<file path="src/rtl/tod_pkg.sv">
package tod_pkg;
  localparam int unsigned BUS_W = 32;
  localparam int unsigned ADDR_W = 3;

  localparam logic [ADDR_W-1:0] A_TIME_LO = 3'd0;
  localparam logic [ADDR_W-1:0] A_TIME_HI = 3'd1;
  localparam logic [ADDR_W-1:0] A_INC_LO  = 3'd2;
  localparam logic [ADDR_W-1:0] A_INC_HI  = 3'd3;
  localparam logic [ADDR_W-1:0] A_CTRL    = 3'd4;

  typedef enum logic [1:0] {
    SPD_FAST = 2'd0,
    SPD_MID  = 2'd1,
    SPD_SLOW = 2'd2,
    SPD_STOP = 2'd3
  } speed_e;

  function automatic logic [4:0] speed_mult(input logic [1:0] code);
    case (speed_e'(code))
      SPD_FAST: return 5'd1;
      SPD_MID:  return 5'd2;
      SPD_SLOW: return 5'd20;
      default:  return 5'd0;
    endcase
  endfunction
endpackage

</file>
<file path="src/rtl/tod_speed_scale.sv">
module tod_speed_scale #(
  parameter int unsigned INC_W = 64,
  parameter logic [INC_W-1:0] BASE_INC = 64'h0000_0001_9999_9999
) (
  input  logic             clk,
  input  logic             rst,
  input  logic [1:0]       speed_sel,
  output logic [1:0]       speed_q,
  output logic             reload,
  output logic [INC_W-1:0] reload_val
);
  import tod_pkg::*;

  always_ff @(posedge clk) begin
    if (rst) speed_q <= 2'd0;
    else     speed_q <= speed_sel;
  end

  assign reload     = (speed_sel != speed_q);
  assign reload_val = BASE_INC * INC_W'(speed_mult(speed_sel));
endmodule

</file>
<file path="src/rtl/tod_accum.sv">
module tod_accum #(
  parameter int unsigned NS_W   = 64,
  parameter int unsigned INT_W  = 32,
  parameter int unsigned FRAC_W = 32
) (
  input  logic                    clk,
  input  logic                    rst,
  input  logic                    load,
  input  logic [NS_W-1:0]         load_val,
  input  logic                    step,
  input  logic [INT_W+FRAC_W-1:0] inc,
  output logic [NS_W-1:0]         time_ns,
  output logic [FRAC_W-1:0]       frac
);
  logic [FRAC_W:0]   frac_sum;
  logic [NS_W-1:0]   ns_add;

  assign frac_sum = {1'b0, frac} + {1'b0, inc[FRAC_W-1:0]};
  assign ns_add   = NS_W'(inc[INT_W+FRAC_W-1:FRAC_W]) + NS_W'(frac_sum[FRAC_W]);

  always_ff @(posedge clk) begin
    if (rst) begin
      time_ns <= '0;
      frac    <= '0;
    end else if (load) begin
      time_ns <= load_val;
      frac    <= '0;
    end else if (step) begin
      time_ns <= time_ns + ns_add;
      frac    <= frac_sum[FRAC_W-1:0];
    end
  end
endmodule

</file>
<file path="src/rtl/tod_regs.sv">
module tod_regs #(
  parameter int unsigned NS_W  = 64,
  parameter int unsigned INC_W = 64,
  parameter logic [INC_W-1:0] BASE_INC = 64'h0000_0001_9999_9999
) (
  input  logic              clk,
  input  logic              rst,
  input  logic              bus_wr,
  input  logic              bus_rd,
  input  logic [2:0]        bus_addr,
  input  logic [31:0]       bus_wdata,
  input  logic [NS_W-1:0]   time_ns,
  input  logic              reload,
  input  logic [INC_W-1:0]  reload_val,
  output logic [31:0]       bus_rdata,
  output logic              time_load,
  output logic [NS_W-1:0]   time_load_val,
  output logic [INC_W-1:0]  inc_q,
  output logic              en_q,
  output logic [31:0]       stage_lo,
  output logic [31:0]       snap_hi
);
  import tod_pkg::*;
  localparam int unsigned HI_W = NS_W - BUS_W;
  localparam int unsigned IHI_W = INC_W - BUS_W;

  logic [31:0] inc_stage;
  logic        wr_tlo, wr_thi, wr_ilo, wr_ihi, wr_ctl;

  assign wr_tlo = bus_wr && (bus_addr == A_TIME_LO);
  assign wr_thi = bus_wr && (bus_addr == A_TIME_HI);
  assign wr_ilo = bus_wr && (bus_addr == A_INC_LO);
  assign wr_ihi = bus_wr && (bus_addr == A_INC_HI);
  assign wr_ctl = bus_wr && (bus_addr == A_CTRL);

  assign time_load     = wr_thi;
  assign time_load_val = {bus_wdata[HI_W-1:0], stage_lo};

  always_ff @(posedge clk) begin
    if (rst) begin
      stage_lo  <= '0;
      inc_stage <= '0;
      inc_q     <= BASE_INC;
      en_q      <= 1'b0;
    end else begin
      if (wr_tlo) stage_lo  <= bus_wdata;
      if (wr_ilo) inc_stage <= bus_wdata;
      if (wr_ctl) en_q      <= bus_wdata[0];
      if (wr_ihi)      inc_q <= {bus_wdata[IHI_W-1:0], inc_stage};
      else if (reload) inc_q <= reload_val;
    end
  end

  always_ff @(posedge clk) begin
    if (rst) begin
      bus_rdata <= '0;
      snap_hi   <= '0;
    end else if (bus_rd) begin
      case (bus_addr)
        A_TIME_LO: begin
          bus_rdata <= time_ns[BUS_W-1:0];
          snap_hi   <= time_ns[NS_W-1:BUS_W];
        end
        A_TIME_HI: bus_rdata <= snap_hi;
        A_INC_LO:  bus_rdata <= inc_q[BUS_W-1:0];
        A_INC_HI:  bus_rdata <= inc_q[INC_W-1:BUS_W];
        A_CTRL:    bus_rdata <= {31'b0, en_q};
        default:   bus_rdata <= '0;
      endcase
    end
  end
endmodule

</file>
<file path="src/rtl/ptp_tod_timer.sv">
module ptp_tod_timer #(
  parameter int unsigned NS_W   = 64,
  parameter int unsigned INT_W  = 32,
  parameter int unsigned FRAC_W = 32,
  parameter logic [INT_W+FRAC_W-1:0] BASE_INC = 64'h0000_0001_9999_9999
) (
  input  logic        clk,
  input  logic        rst,
  input  logic        tick,
  input  logic [1:0]  speed_sel,
  input  logic        bus_wr,
  input  logic        bus_rd,
  input  logic [2:0]  bus_addr,
  input  logic [31:0] bus_wdata,
  output logic [31:0] bus_rdata,
  output logic [63:0] time_ns
);
  localparam int unsigned INC_W = INT_W + FRAC_W;

  logic [1:0]        speed_q;
  logic              reload;
  logic [INC_W-1:0]  reload_val;
  logic              time_load;
  logic [NS_W-1:0]   time_load_val;
  logic [INC_W-1:0]  inc_q;
  logic              en_q;
  logic [31:0]       stage_lo;
  logic [31:0]       snap_hi;
  logic [FRAC_W-1:0] frac;

  tod_speed_scale #(.INC_W(INC_W), .BASE_INC(BASE_INC)) u_speed (
    .clk(clk), .rst(rst), .speed_sel(speed_sel), .speed_q(speed_q),
    .reload(reload), .reload_val(reload_val)
  );

  tod_regs #(.NS_W(NS_W), .INC_W(INC_W), .BASE_INC(BASE_INC)) u_regs (
    .clk(clk), .rst(rst), .bus_wr(bus_wr), .bus_rd(bus_rd),
    .bus_addr(bus_addr), .bus_wdata(bus_wdata), .time_ns(time_ns),
    .reload(reload), .reload_val(reload_val), .bus_rdata(bus_rdata),
    .time_load(time_load), .time_load_val(time_load_val), .inc_q(inc_q),
    .en_q(en_q), .stage_lo(stage_lo), .snap_hi(snap_hi)
  );

  tod_accum #(.NS_W(NS_W), .INT_W(INT_W), .FRAC_W(FRAC_W)) u_accum (
    .clk(clk), .rst(rst), .load(time_load), .load_val(time_load_val),
    .step(en_q && tick), .inc(inc_q), .time_ns(time_ns), .frac(frac)
  );
endmodule

</file>
<file path="config.mk">
export PLATFORM = sky130hd
export DESIGN_NAME = ptp_tod_timer
export DESIGN_NICKNAME = d
export VERILOG_FILES = /design/src/rtl/tod_pkg.sv /design/src/rtl/tod_speed_scale.sv /design/src/rtl/tod_accum.sv /design/src/rtl/tod_regs.sv /design/src/rtl/ptp_tod_timer.sv
export SDC_FILE = /design/constraint.sdc
export NUM_CORES = 1
export LEC_CHECK = 0
export ABC_AREA = 0
export BUFFER_PORTS_ARGS = -buffer_cell sky130_fd_sc_hd__buf_4
export CORE_UTILIZATION = 41
export CTS_CLUSTER_SIZE = 25
export DETAILED_ROUTE_END_ITERATION = 12
export MAX_ROUTING_LAYER = met4
export PLACE_DENSITY_LB_ADDON = 0.3
export SLEW_MARGIN = 20
export SYNTH_ARGS = -nofsm -noshare
export SYNTH_HDL_FRONTEND = slang
export SYNTH_SLANG_ARGS = --single-unit
</file>
<file path="constraint.sdc">
create_clock -name clk -period 7.65 [get_ports clk]
set_input_delay 1.53 -clock clk [delete_from_list [all_inputs] [get_ports clk]]
set_output_delay 1.53 -clock clk [all_outputs]
set_load 0.005 [all_outputs]
</file>
After elaboration in Yosys (flattened, before gate mapping):

Cells that the tools add are included.
W data, S select, Z words.

* input port bits: 42
* register bits after elaboration: 291
* ROM bits: 0
* bits in latches: 0
* memories kept: 0
* RAM bits: 0

* reduce and logical (&&, ||, !) cells: 12
* shift operators: 0
* divide/modulo/power cells: 0
* add/sub/neg operators: 3
* $mul: 1
* mux-type cells: 6
* order comparisons: 0
* eq/ne operators: 7
* bitwise logic cells: 0

Operators by type and width (number)
* $mux W64: 4
* $pmux W32 S5: 1
* $add A64 B64 Y64: 1
* $mul A33 B5 Y38 const A: 1
* $add A32 B1 Y33: 1
* $add A32 B32 Y33: 1
* $pmux W5 S3: 1
* $eq A3 B2 Y1 const B: 2
* $logic_and A1 B1 Y1: 6
* $reduce_bool A2 Y1: 2
* $eq A3 B1 Y1 const B: 1
* $eq A3 B3 Y1 const B: 1
* $logic_not A3 Y1: 1
* $eq A2 B1 Y1 const B: 1
* $eq A2 B2 Y1 const B: 1
* $logic_not A2 Y1: 1
* $ne A2 B2 Y1: 1
* $reduce_and A2 Y1: 1
* $reduce_or A2 Y1: 1

Longest topological paths before layout:

Gate-level depths: netlist of run 1.

* depth after elaboration: 5
* mapped depth: 32
* gate-level depth less buffers: 31

Hierarchy:

Synthesis of run 1 repeated with hierarchy kept, for this count alone.

* cell total of the unflattened synthesis: 2090
* area total of the unflattened synthesis: 17100.2 um^2

Modules (own cells, without submodules)
* tod_regs: times used 1, cells an instance 996, area each 8692.1 um^2, seq. area each 3863.7 um^2
* tod_accum: times used 1, cells an instance 1008, area each 7714.9 um^2, seq. area each 1921.8 um^2
* tod_speed_scale: times used 1, cells an instance 85, area each 686.9 um^2, seq. area each 40.0 um^2
* ptp_tod_timer: times used 1, cells an instance 1, area each 6.3 um^2, seq. area each 0.0 um^2

Worst setup path before layout of run 1:

No wires, ideal clock.

* path type: register to register
* start point: reg u_regs.inc_q[0]
* end point: reg u_accum.time_ns[49]
* buffers on the path: 1
* path slack: 1596 ps
* cell stages (with the launch flop): 33
* arrival time: 5941 ps
* setup time: 112 ps
* period minus slack after synthesis: 6054 ps
* data required time: 7538 ps
* path through: dfxtp_1 ha_1 fa_1 a211oi_1 o21bai_1 a31oi_1 a21oi_1 nor3_1 o31ai_1 a221o_1 a21oi_1 o21bai_1 ha_1 nand3_1 or2_2 nor2_1 and3_1 nand2_1 nor2_1 nand2_1 nor3_1 xnor2_1 ha_1 and3_1 and2_1 a21oi_1 nor2b_1 nor2b_1 nand3_1 nand4_1 buf_4 mux2i_1 a2111oi_1

* cells in the longest elaborated chain, start to end: 5

RTL lines
* start: declaration: RTL line tod_regs.sv:18 `output logic [INC_W-1:0] inc_q,`
* start signal: assignment: RTL line tod_regs.sv:49 `if (wr_ihi) inc_q <= {bus_wdata[IHI_W-1:0], inc_stage};`
* start signal: assignment: RTL line tod_regs.sv:50 `else if (reload) inc_q <= reload_val;`
* $add A32 B32 Y33: RTL line tod_accum.sv:18 `assign frac_sum = {1'b0, frac} + {1'b0, inc[FRAC_W-1:0]};`
* $add A32 B1 Y33: RTL line tod_accum.sv:19 `assign ns_add = NS_W'(inc[INT_W+FRAC_W-1:FRAC_W]) + NS_W'(frac_sum[FRAC_W]);`
* $add A64 B64 Y64: RTL line tod_accum.sv:29 `time_ns <= time_ns + ns_add;`
* $mux W64: RTL line tod_accum.sv:28 `end else if (step) begin`
* $mux W64: RTL line tod_accum.sv:25 `end else if (load) begin`
* end signal: assignment: RTL line tod_accum.sv:26 `time_ns <= load_val;`
* end signal: assignment: RTL line tod_accum.sv:29
* end: declaration: RTL line tod_accum.sv:12 `output logic [NS_W-1:0] time_ns,`

No other way between the ends. The select of a mux whose other input is x is not followed.
A chain may end at the register's enable or synchronous reset.

Worst setup path in the final report of run 1:

* start point: reg u_regs.inc_q[0]
* end point: reg u_accum.time_ns[59]

Same word-level chain as after synthesis.

==> results of run 1 <==
## cell families after synthesis
group	after synthesis	synth area share, %
simple gates	758	21.4
compound gates	625	25.3
flops	291	36.9
buf+inv	161	3.91
xor+xnor	101	5.61
fa+ha+maj	78	6.28
mux	8	0.587
## per-layer routing
metal	vias to the layer above	GRT usage [%]
li1	7368	-
met1	7585	42.0
met2	721	46.8
met3	108	3.51
met4	0	9.56
met5	-	-
## final cells by class
| cell class | count | share of cell area [%] |
|---|---|---|
| timing repair buffer | 164 | 6.71 |
| tap | 511 | 3.48 |
| clock buffer | 48 | 5.52 |
| inverter | 26 | 0.531 |
| clock inverter | 11 | 1.01 |
| sequential | 291 | 31.7 |
| multi-input combinational | 1570 | 51.1 |
## sequential cells by signal (all words and copies together) (netlist names)
signal	flops
u_accum.time_ns	64
u_regs.inc_q	64
u_accum.frac	32
u_regs.bus_rdata	32
u_regs.inc_stage	32
u_regs.snap_hi	32
u_regs.stage_lo	32
u_speed.speed_q	2
u_regs.en_q	1
## cells in the mapped netlist (10+ instances only)
library cell,n,area share (%)
sky130_fd_sc_hd__a211oi_1,53,2.5
sky130_fd_sc_hd__a21o_1,33,1.6
sky130_fd_sc_hd__a21oi_1,262,8.3
sky130_fd_sc_hd__a22oi_1,88,4.2
sky130_fd_sc_hd__a311oi_1,26,1.4
sky130_fd_sc_hd__and2_1,18,0.71
sky130_fd_sc_hd__and3_1,25,0.99
sky130_fd_sc_hd__clkbuf_1,129,3.1
sky130_fd_sc_hd__dfxtp_1,291,37
sky130_fd_sc_hd__ha_1,76,6.0
sky130_fd_sc_hd__inv_1,26,0.62
sky130_fd_sc_hd__nand2_1,332,7.9
sky130_fd_sc_hd__nand3_1,50,1.6
sky130_fd_sc_hd__nand4_1,23,0.91
sky130_fd_sc_hd__nor2_1,204,4.9
sky130_fd_sc_hd__nor2b_1,10,0.40
sky130_fd_sc_hd__nor3_1,43,1.4
sky130_fd_sc_hd__o211ai_1,10,0.48
sky130_fd_sc_hd__o21ai_0,66,2.1
sky130_fd_sc_hd__o21bai_1,15,0.71
sky130_fd_sc_hd__xnor2_1,69,3.8
sky130_fd_sc_hd__xor2_1,32,1.8
## stage by stage
stage	cells	instance area, µm²	hold slack, ps
after detailed placement	2562	17200	443
final	2621	18400	453
after global routing	2621	18400	469
after floorplan	2022	15800	432
after CTS	2621	18400	455
after global placement	2562	17200	439
## worst max-delay path: cells and delay by family, from the launching register on
kind                       cells  cell delay (ps)
and+or+nand+nor               16             2780
AOI/OAI and AO/OA             10             2040
adders and majority gates      4             1360
buffers and inverters          2              370
DFF                            1              330
xor gates and xnor gates       1              140
## where the power goes
part	internal [mW]	switching (mW)
logic	0.127	0.234
clock network	1.09	0.674
registers	1.56	0.0631
## path summary, 6_finish.rpt
path / endpoint / slack [ps] / cells past startpoint
max: u_accum.time_ns[59] / 520 / 33
min: u_regs.stage_lo[19] / 450 / 2
max reg2reg: u_accum.time_ns[59] / 520 / 33
min reg2reg: u_regs.stage_lo[19] / 450 / 2
==> results.txt, run 1 <==
----------------------------------------------------
[Run status]
  Status ... finished, final reports clean

[Timing]
  Worst slew margin ... 25.5%
  Post-route fraction of the period consumed by the critical path ... 93.3%
  Setup repair after global routing missed its margin ... no
  Final Hold Fails ... 0
  Fin. max-slew vios ... 0
  Worst path setup slack after routing ... 515 ps
  Final setup violation count ... 0
  Worst slew pin tran ... 1110 ps
  Upper clock frequency limit ... 140 MHz
  Final critical delay including setup and external delays ... 7130 ps
  Total Neg Setup Slack ... 0 ps
  Worst setup skew after layout ... 25.0 ps

[Power]
  Overall Power ... 3.75 mW
  Max IR drop VDD ... 0.000131 V
  Leakage Power ... 7.13 nW
  Pwr/cell area ... 204 mW/mm²

[Placement]
  DP HPWL ... 40.3 mm
  Port-buffer cells ... 137
  Routability congestion estimate ... 0.930
  Post-place setup slack ... 512 ps

[Critical path]
  Worst-path cell with the longest stage delay ... sky130_fd_sc_hd__fa_1
  Cell with the most instances on the worst path ... sky130_fd_sc_hd__ha_1
  Peak per-stage delay on the critical path ... 430 ps
  Max Fanout on Critical Path ... 16
  Critical Path Start ... u_regs.inc_q[0]
  Kind of critical path ... reg2reg
  Crit start category ... flop
  Required time reported for the critical path endpoint ... 8060 ps
  Critical path capture point type ... flop
  Crit Reg-Reg Startpoint ... u_regs.inc_q[0]
  Arrival time of data at the critical path endpoint ... 7550 ps

[Detailed routing]
  Violation count after the first detailed-route iteration ... 1627
  Highest Signal Layer ... met4
  Via-per-instance ratio ... 6.02
  Number of antenna-violating nets in the routed design ... 0
  Wirelength per Cell ... 22.4 µm
  DRC viols ... 0
  Number of detailed-routing iterations run before antenna repair ... 6
  Met2 routed WL ... 26.0 mm
  Met3 wirelength from detailed routing ... 4.72 mm
  Wire length on met1 ... 26.3 mm
  WL final ... 58.6 mm
  Vias after detailed routing ... 15800

[Clock tree]
  Number of gates given a new drive strength after cts ... 0
  Post-CTS setup buffer count ... 0
  H-tree lvl count ... 2
  CTS tree ... built
  Worst skew pair latency ... 530 ps
  Clock-pin slew of the registers on the worst-case setup and hold paths ... 60 ps
  Clock buffer depth ... 3
  CTS sink cnt ... 291
  CTS Root Buffer Type ... sky130_fd_sc_hd__clkbuf_16
  Number of buffers added by the clock tree synthesis step ... 34
  Hold buffer count at CTS ... 0

[GRT]
  GR Util All Layers ... 30.6%
  Initial antenna violation count ... 0
  Wire length of the first global-routing pass ... 89.3 mm
  Remaining global-route overflow ... 0
  Number of global-route vias before repair ... 14900
  Pin count of the biggest net entering global routing ... 110

[Finish]
  Most common library cell in the layout ignoring fill and taps ... sky130_fd_sc_hd__nand2_1
  Sequential cell area ... 0.00583 mm²
  Net count reported at finish ... 2207
  Fraction of layout cells with a size suffix above 1 ... 12.3%
  Area occupied by multi-input gates ... 0.00940 mm²
  Inserted Diodes ... 0
  Fill cells ... 3777
  Leading cell types in the layout, fill and taps excluded ... sky130_fd_sc_hd__nand2_1 (328), sky130_fd_sc_hd__dfxtp_1 (291), sky130_fd_sc_hd__a21oi_1 (261)
  Layout overhead on the synthesized area ... 16.6%
  Utilization of the core after routing ... 48.7%

[Floorplan]
  Number of ports placed on the die boundary ... 138
  Die Y-Extent ... 198 µm
  Total Die Area ... 0.0393 mm²
  Standard-cell rows ... 71
  Core Region ... 0.0378 mm²
  Die width ... 198 µm
  Effective utilization at floorplan ... 41.8%

[Logic synthesis]
  Share of synthesized flip-flops with an asynchronous set or reset ... 0%
  Top FF cell, synth ... sky130_fd_sc_hd__dfxtp_1
  Seq cells post-synth ... 291
  Average cell area after synthesis ... 7.80 µm²
  Cell area after technology mapping ... 0.0158 mm²
  Distinct cells, synth ... 70
  Ys Warns ... 0
  Portion of the post-synthesis area used by sequential elements ... 36.9%
  Number of nets produced by synthesis ... 2142
  Cells after synthesis ... 2022
  Number of synthesized flops with an enable pin ... 0

[Run]
  Maximum capacitance violations ... 0

[Worst hold path]
  Hold crit path type ... reg2reg
  Worst Min Path Start ... u_regs.stage_lo[19]

----------------------------------------------------
Note: power is estimated with default switching activity, not from simulation.
==> run 2, diff against run 1 <==
CORE_UTILIZATION = 38   (was 41)
SETUP_SLACK_MARGIN = 0.15   (was default)
clock period = 7.5 ns   (was 7.65 ns; I/O delays follow)
==> results.txt, run 2 (synthesis gave the netlist of run 1 again) <==
----------------------------------------------------
[Clock tree]
  Clock buffer depth ... 3
  Number of buffers added by the clock tree synthesis step ... 35
  Clock-pin slew of the registers on the worst-case setup and hold paths ... 60 ps
  CTS tree ... built
  CTS Root Buffer Type ... sky130_fd_sc_hd__clkbuf_16
  CTS sink cnt ... 291
  H-tree lvl count ... 2
  Worst skew pair latency ... 540 ps
  Hold buffer count at CTS ... 0

[Critical path]
  Reg2reg path depth ... 32
  WP buf/inv ... 2
  Cell count along the critical path ... 32
  Worst-path cell with the longest stage delay ... sky130_fd_sc_hd__fa_1
  Kind of critical path ... reg2reg
  Kind of cell with the highest combined delay on the critical path ... compound AO/OA/AOI/OAI gates
  Critical path capture point type ... flop
  Peak per-stage delay on the critical path ... 430 ps
  Required time reported for the critical path endpoint ... 7920 ps
  Crit start category ... flop
  Max Fanout on Critical Path ... 16
  Arrival time of data at the critical path endpoint ... 7200 ps

[Floorplan]
  Core Region ... 0.0409 mm²
  Total Die Area ... 0.0423 mm²
  Die Y-Extent ... 206 µm
  Number of ports placed on the die boundary ... 138
  Standard-cell rows ... 74
  Effective utilization at floorplan ... 38.6%
  Die width ... 206 µm

[Finish]
  Layout overhead on the synthesized area ... 16.9%
  Fraction of layout cells with a size suffix above 1 ... 12.4%
  Most common library cell in the layout ignoring fill and taps ... sky130_fd_sc_hd__nand2_1
  Fill cells ... 4141
  Leading cell types in the layout, fill and taps excluded ... sky130_fd_sc_hd__nand2_1 (327), sky130_fd_sc_hd__dfxtp_1 (291), sky130_fd_sc_hd__a21oi_1 (261)
  Inserted Diodes ... 0
  Largest registers ... u_accum.time_ns: 64 flops, u_regs.inc_q: 64 flops
  Net count reported at finish ... 2211

[Detailed routing]
  Violation count after the first detailed-route iteration ... 1623
  Vias after detailed routing ... 15700
  Wirelength per Cell ... 22.1 µm
  Via-per-instance ratio ... 5.94
  WL final ... 58.6 mm
  DRC viols ... 0
  Number of detailed-routing iterations run before antenna repair ... 5
  Number of antenna-violating nets in the routed design ... 0

[GRT]
  Pin count of the biggest net entering global routing ... 98
  Number of global-route vias before repair ... 14600
  Initial antenna violation count ... 0
  Wire length of the first global-routing pass ... 88.3 mm
  GR Util All Layers ... 28.1%
  Remaining global-route overflow ... 0

[Timing]
  Setup repair after global routing missed its margin ... no
  Worst slew pin tran ... 1010 ps
  Final critical delay including setup and external delays ... 6780 ps
  Worst path setup slack after routing ... 722 ps
  Worst slew margin ... 32.6%
  Worst setup skew after layout ... 27.2 ps
  Fin. max-slew vios ... 0
  Upper clock frequency limit ... 148 MHz
  Final setup violation count ... 0
  Total Neg Setup Slack ... 0 ps
  Final Hold Fails ... 0
  Post-route fraction of the period consumed by the critical path ... 90.4%

[Worst hold path]
  Hold crit path type ... reg2reg
  Hold Crit Depth ... 2

[Power]
  Overall Power ... 3.78 mW
  Leakage Power ... 7.13 nW
  Max IR drop VDD ... 0.000128 V
  Pwr/cell area ... 205 mW/mm²

[Placement]
  Routability congestion estimate ... 0.915
  DP HPWL ... 40.8 mm
  Post-place setup slack ... 343 ps
  Port-buffer cells ... 137

[Run]
  Maximum capacitance violations ... 0

[Run status]
  Status ... finished, final reports clean

----------------------------------------------------
==> run 2: final timing paths <==
| path | startpoint | to | slack (ps) |
|---|---|---|---|
| max | u_regs.inc_q[0] | u_accum.time_ns[51] | 720 |
| min | u_regs.inc_stage[0] | u_regs.inc_stage[0] | 450 |
| max reg2reg | u_regs.inc_q[0] | u_accum.time_ns[51] | 720 |
| min reg2reg | u_regs.inc_stage[0] | u_regs.inc_stage[0] | 450 |
==> run 2: layout make-up <==
| type | count | area [µm²] | area share [%] |
|---|---|---|---|
| tap | 532 | 666 | 3.61 |
| clock buffer | 51 | 1050 | 5.68 |
| multi-input combinational | 1570 | 9410 | 51.0 |
| timing repair buffer | 167 | 1270 | 6.89 |
| sequential | 291 | 5830 | 31.6 |
| clock inverter | 9 | 126 | 0.685 |
| inverter | 26 | 97.6 | 0.529 |
==> run 2: per-layer routing <==
| layer | vias up | track usage (%) | routed length [µm] |
|---|---|---|---|
| met5 | - | - | 0 |
| met4 | 0 | 8.90 | 1630 |
| met3 | 87 | 3.36 | 4990 |
| met2 | 703 | 42.8 | 25900 |
| met1 | 7560 | 38.7 | 26000 |
| li1 | 7370 | - | - |
==> run 2: worst min-delay path, delay by kind of cell (launching register included) <==
family             cells  cell delay [ps]
AOI/OAI and AO/OA      1               50
DFF                    1              300
and+or+nand+nor        1               50
==> run 2: repair_timing <==
action / in CTS / in global routing
gates resized for setup: 0 / 8
setup buffers: 0 / 3
setup endpoints to repair: 0 / 33
==> run 2: stage by stage <==
stage / instances / util (%) / hold WS, ps / cell area, µm²
4_1_cts: 2643 / 44.9 / 451 / 18400
6_report: 2646 / 45.1 / 451 / 18400
2_1_floorplan: 2022 / - / 432 / 15800
3_3_place_gp: 2583 / 42.0 / 440 / 17200
5_1_grt: 2646 / 45.1 / 470 / 18400
3_5_place_dp: 2583 / 42.0 / 443 / 17200
==> run 2: power by group <==
part / switching [mW] / internal (mW) / total, mW
clock network: 0.684 / 1.07 / 1.75
logic: 0.241 / 0.130 / 0.371
registers: 0.0627 / 1.59 / 1.65
==> run 3, diff against run 2 <==
RECOVER_POWER = 100   (was default)
==> results.txt, run 3 (synthesis gave the netlist of run 1 again) <==
----------------------------------------------------
[Detailed routing]
  WL final ... 58.6 mm
  Number of antenna-violating nets in the routed design ... 0
  Via-per-instance ratio ... 5.96
  Violation count after the first detailed-route iteration ... 1651
  Number of detailed-routing iterations run before antenna repair ... 8
  DRC viols ... 0
  Wirelength per Cell ... 22.1 µm
  Vias after detailed routing ... 15800

[Finish]
  Largest registers ... u_accum.time_ns: 64 flops, u_regs.inc_q: 64 flops
  Utilization of the core after routing ... 44.6%
  Fill cells ... 4176
  Inserted Diodes ... 0
  Most common library cell in the layout ignoring fill and taps ... sky130_fd_sc_hd__nand2_1
  Net count reported at finish ... 2211
  Non-filler instance count after layout ... 2646
  Fraction of layout cells with a size suffix above 1 ... 10.4%
  Layout overhead on the synthesized area ... 15.7%
  Leading cell types in the layout, fill and taps excluded ... sky130_fd_sc_hd__nand2_1 (330), sky130_fd_sc_hd__dfxtp_1 (291), sky130_fd_sc_hd__a21oi_1 (261)

[Floorplan]
  Die Y-Extent ... 206 µm
  Number of ports placed on the die boundary ... 138
  Standard-cell rows ... 74
  Total Die Area ... 0.0423 mm²
  Core Region ... 0.0409 mm²
  Die width ... 206 µm
  Effective utilization at floorplan ... 38.6%

[Placement]
  Routability congestion estimate ... 0.915
  DP HPWL ... 40.8 mm
  Number of placed instances with taps included ... 2583
  Port-buffer cells ... 137

[Power]
  Leakage Power ... 6.94 nW
  Max IR drop VDD ... 0.000127 V
  Pwr/cell area ... 207 mW/mm²
  Fraction of power consumed by the clock network ... 46.5%
  Combinational Power Share ... 9.7%
  Sw Pwr ... 0.987 mW
  Internal power ... 2.79 mW
  Switch share ... 26.1%
  Register share of total power ... 43.8%

[Clock tree]
  Clock-pin slew of the registers on the worst-case setup and hold paths ... 50 ps
  CTS sink cnt ... 291
  Worst skew pair latency ... 530 ps
  Clock buffer depth ... 3
  Number of buffers added by the clock tree synthesis step ... 35
  H-tree lvl count ... 2
  CTS Root Buffer Type ... sky130_fd_sc_hd__clkbuf_16
  CTS tree ... built

[Critical path]
  Peak per-stage delay on the critical path ... 2000 ps
  Kind of critical path ... in2reg
  Crit start category ... input pin
  Cell with the most instances on the worst path ... sky130_fd_sc_hd__clkbuf_1
  Critical path capture point type ... flop
  WP buf/inv ... 3
  Required time reported for the critical path endpoint ... 7890 ps
  Arrival time of data at the critical path endpoint ... 7550 ps
  Kind of cell with the highest combined delay on the critical path ... simple AND/OR/NAND/NOR gates
  Max Fanout on Critical Path ... 39
  List of cells traversed by the critical path ... clkbuf_1 -> and3b_1 -> clkbuf_1 -> and2_0 -> nor2_1 -> buf_4 -> a221o_1
  Worst-path cell with the longest stage delay ... sky130_fd_sc_hd__and2_0

[Timing]
  Upper clock frequency limit ... 140 MHz
  Post-route fraction of the period consumed by the critical path ... 95.4%
  Fin. max-slew vios ... 389
  Final Hold Fails ... 0
  Worst setup skew after layout ... 24.3 ps
  Worst slew pin tran ... 2600 ps
  Final setup violation count ... 0
  Worst slew margin ... -73.1%
  Final critical delay including setup and external delays ... 7150 ps
  Setup repair after global routing missed its margin ... no
  Total Neg Setup Slack ... 0 ps

[GRT]
  Busiest metal layer after global routing ... met2
  Remaining global-route overflow ... 0
  GR Layer Usage met1 ... 38.7%
  Pin count of the biggest net entering global routing ... 98
  Initial antenna violation count ... 0
  Wire length of the first global-routing pass ... 88.3 mm
  GRT met3 Usage ... 3.36%
  Number of global-route vias before repair ... 14600
  GR Util All Layers ... 28.1%
  Met2 Resource Use GR ... 42.8%

[Run status]
  Status ... finished with violations
  Violations in the final reports ... max-capacitance violations, max-slew violations

[Worst hold path]
  Hold crit path type ... reg2reg

[Run]
  Maximum capacitance violations ... 11

----------------------------------------------------
[run 3: cell types whose count changed in the layout (fill, tap and decap cells not counted), moves of 3 or more]
cell | previous run | this run
sky130_fd_sc_hd__clkbuf_1 | 7 | 31
sky130_fd_sc_hd__nor3b_1 | 1 | 4
sky130_fd_sc_hd__and2_1 | 17 | 14
sky130_fd_sc_hd__nand2_1 | 327 | 330
sky130_fd_sc_hd__nor3_1 | 41 | 45
sky130_fd_sc_hd__buf_4 | 165 | 58
sky130_fd_sc_hd__clkbuf_4 | 0 | 83
sky130_fd_sc_hd__nor3b_2 | 3 | 0
sky130_fd_sc_hd__and2_0 | 0 | 5
sky130_fd_sc_hd__nor3_2 | 9 | 5
[run 3: repair_timing]
action                                  CTS  global route
hold buffers                              0             0
endpoints found under the setup margin    0            33
buffers inserted                          0             3
gates resized for setup                   0             8
[run 3: final timing paths]
kind                                     startpoint                   to  slack [ps]  cells after the start
worst max register to register      u_regs.inc_q[0]  u_accum.time_ns[40]         550                     29
worst max-delay path                    bus_addr[0]     u_regs.inc_q[19]         350                      7
worst min register to register  u_regs.inc_stage[0]  u_regs.inc_stage[0]         450                      2
worst min-delay path            u_regs.inc_stage[0]  u_regs.inc_stage[0]         450                      2
[run 3: through the flow]
stage | setup slack [ps] | instance area (µm²) | hold slack [ps] | power (mW)
2_1_floorplan | 1450 | 15800 | 432 | 1.88
3_3_place_gp | 470 | 17200 | 440 | 2.04
3_5_place_dp | 343 | 17200 | 443 | 2.05
4_1_cts | 318 | 18400 | 451 | 3.79
5_1_grt | 131 | 18300 | 470 | 3.88
6_report | 346 | 18300 | 451 | 3.78
[run 3: power groups by stage]
stage | clock network, mW | registers, mW | logic, mW
finish | 1.75 | 1.65 | 0.367
floorplan | 0 | 1.66 | 0.220
global placement | 0 | 1.69 | 0.357
global route | 1.83 | 1.66 | 0.396
detailed placement | 0 | 1.69 | 0.363
CTS | 1.77 | 1.65 | 0.365
[run 3: metal layers]
metal | vias up | wire (µm) | share of wire, %
met5 | - | 0 | 0
met4 | 0 | 1620 | 2.8
met3 | 92 | 4710 | 8.0
met2 | 723 | 26000 | 44
li1 | 7369 | - | -
met1 | 7582 | 26300 | 45
[run 3: layout make-up]
cell class                      count  area [µm²]  share of cell area [%]
Multi-Input combinational cell   1570        9310                    51.0
Sequential cell                   291        5830                    31.9
Timing Repair Buffer              167        1180                    6.46
Clock buffer                       51        1050                    5.74
Tap cell                          532         666                    3.65
Clock inverter                      9         126                   0.692
Inverter                           26        97.6                   0.535
[run 3: worst min-delay path, stage by stage, from the launching register on]
cell                      delay (ps)
sky130_fd_sc_hd__dfxtp_1         300
sky130_fd_sc_hd__nand2_1          50
sky130_fd_sc_hd__a21oi_1          50
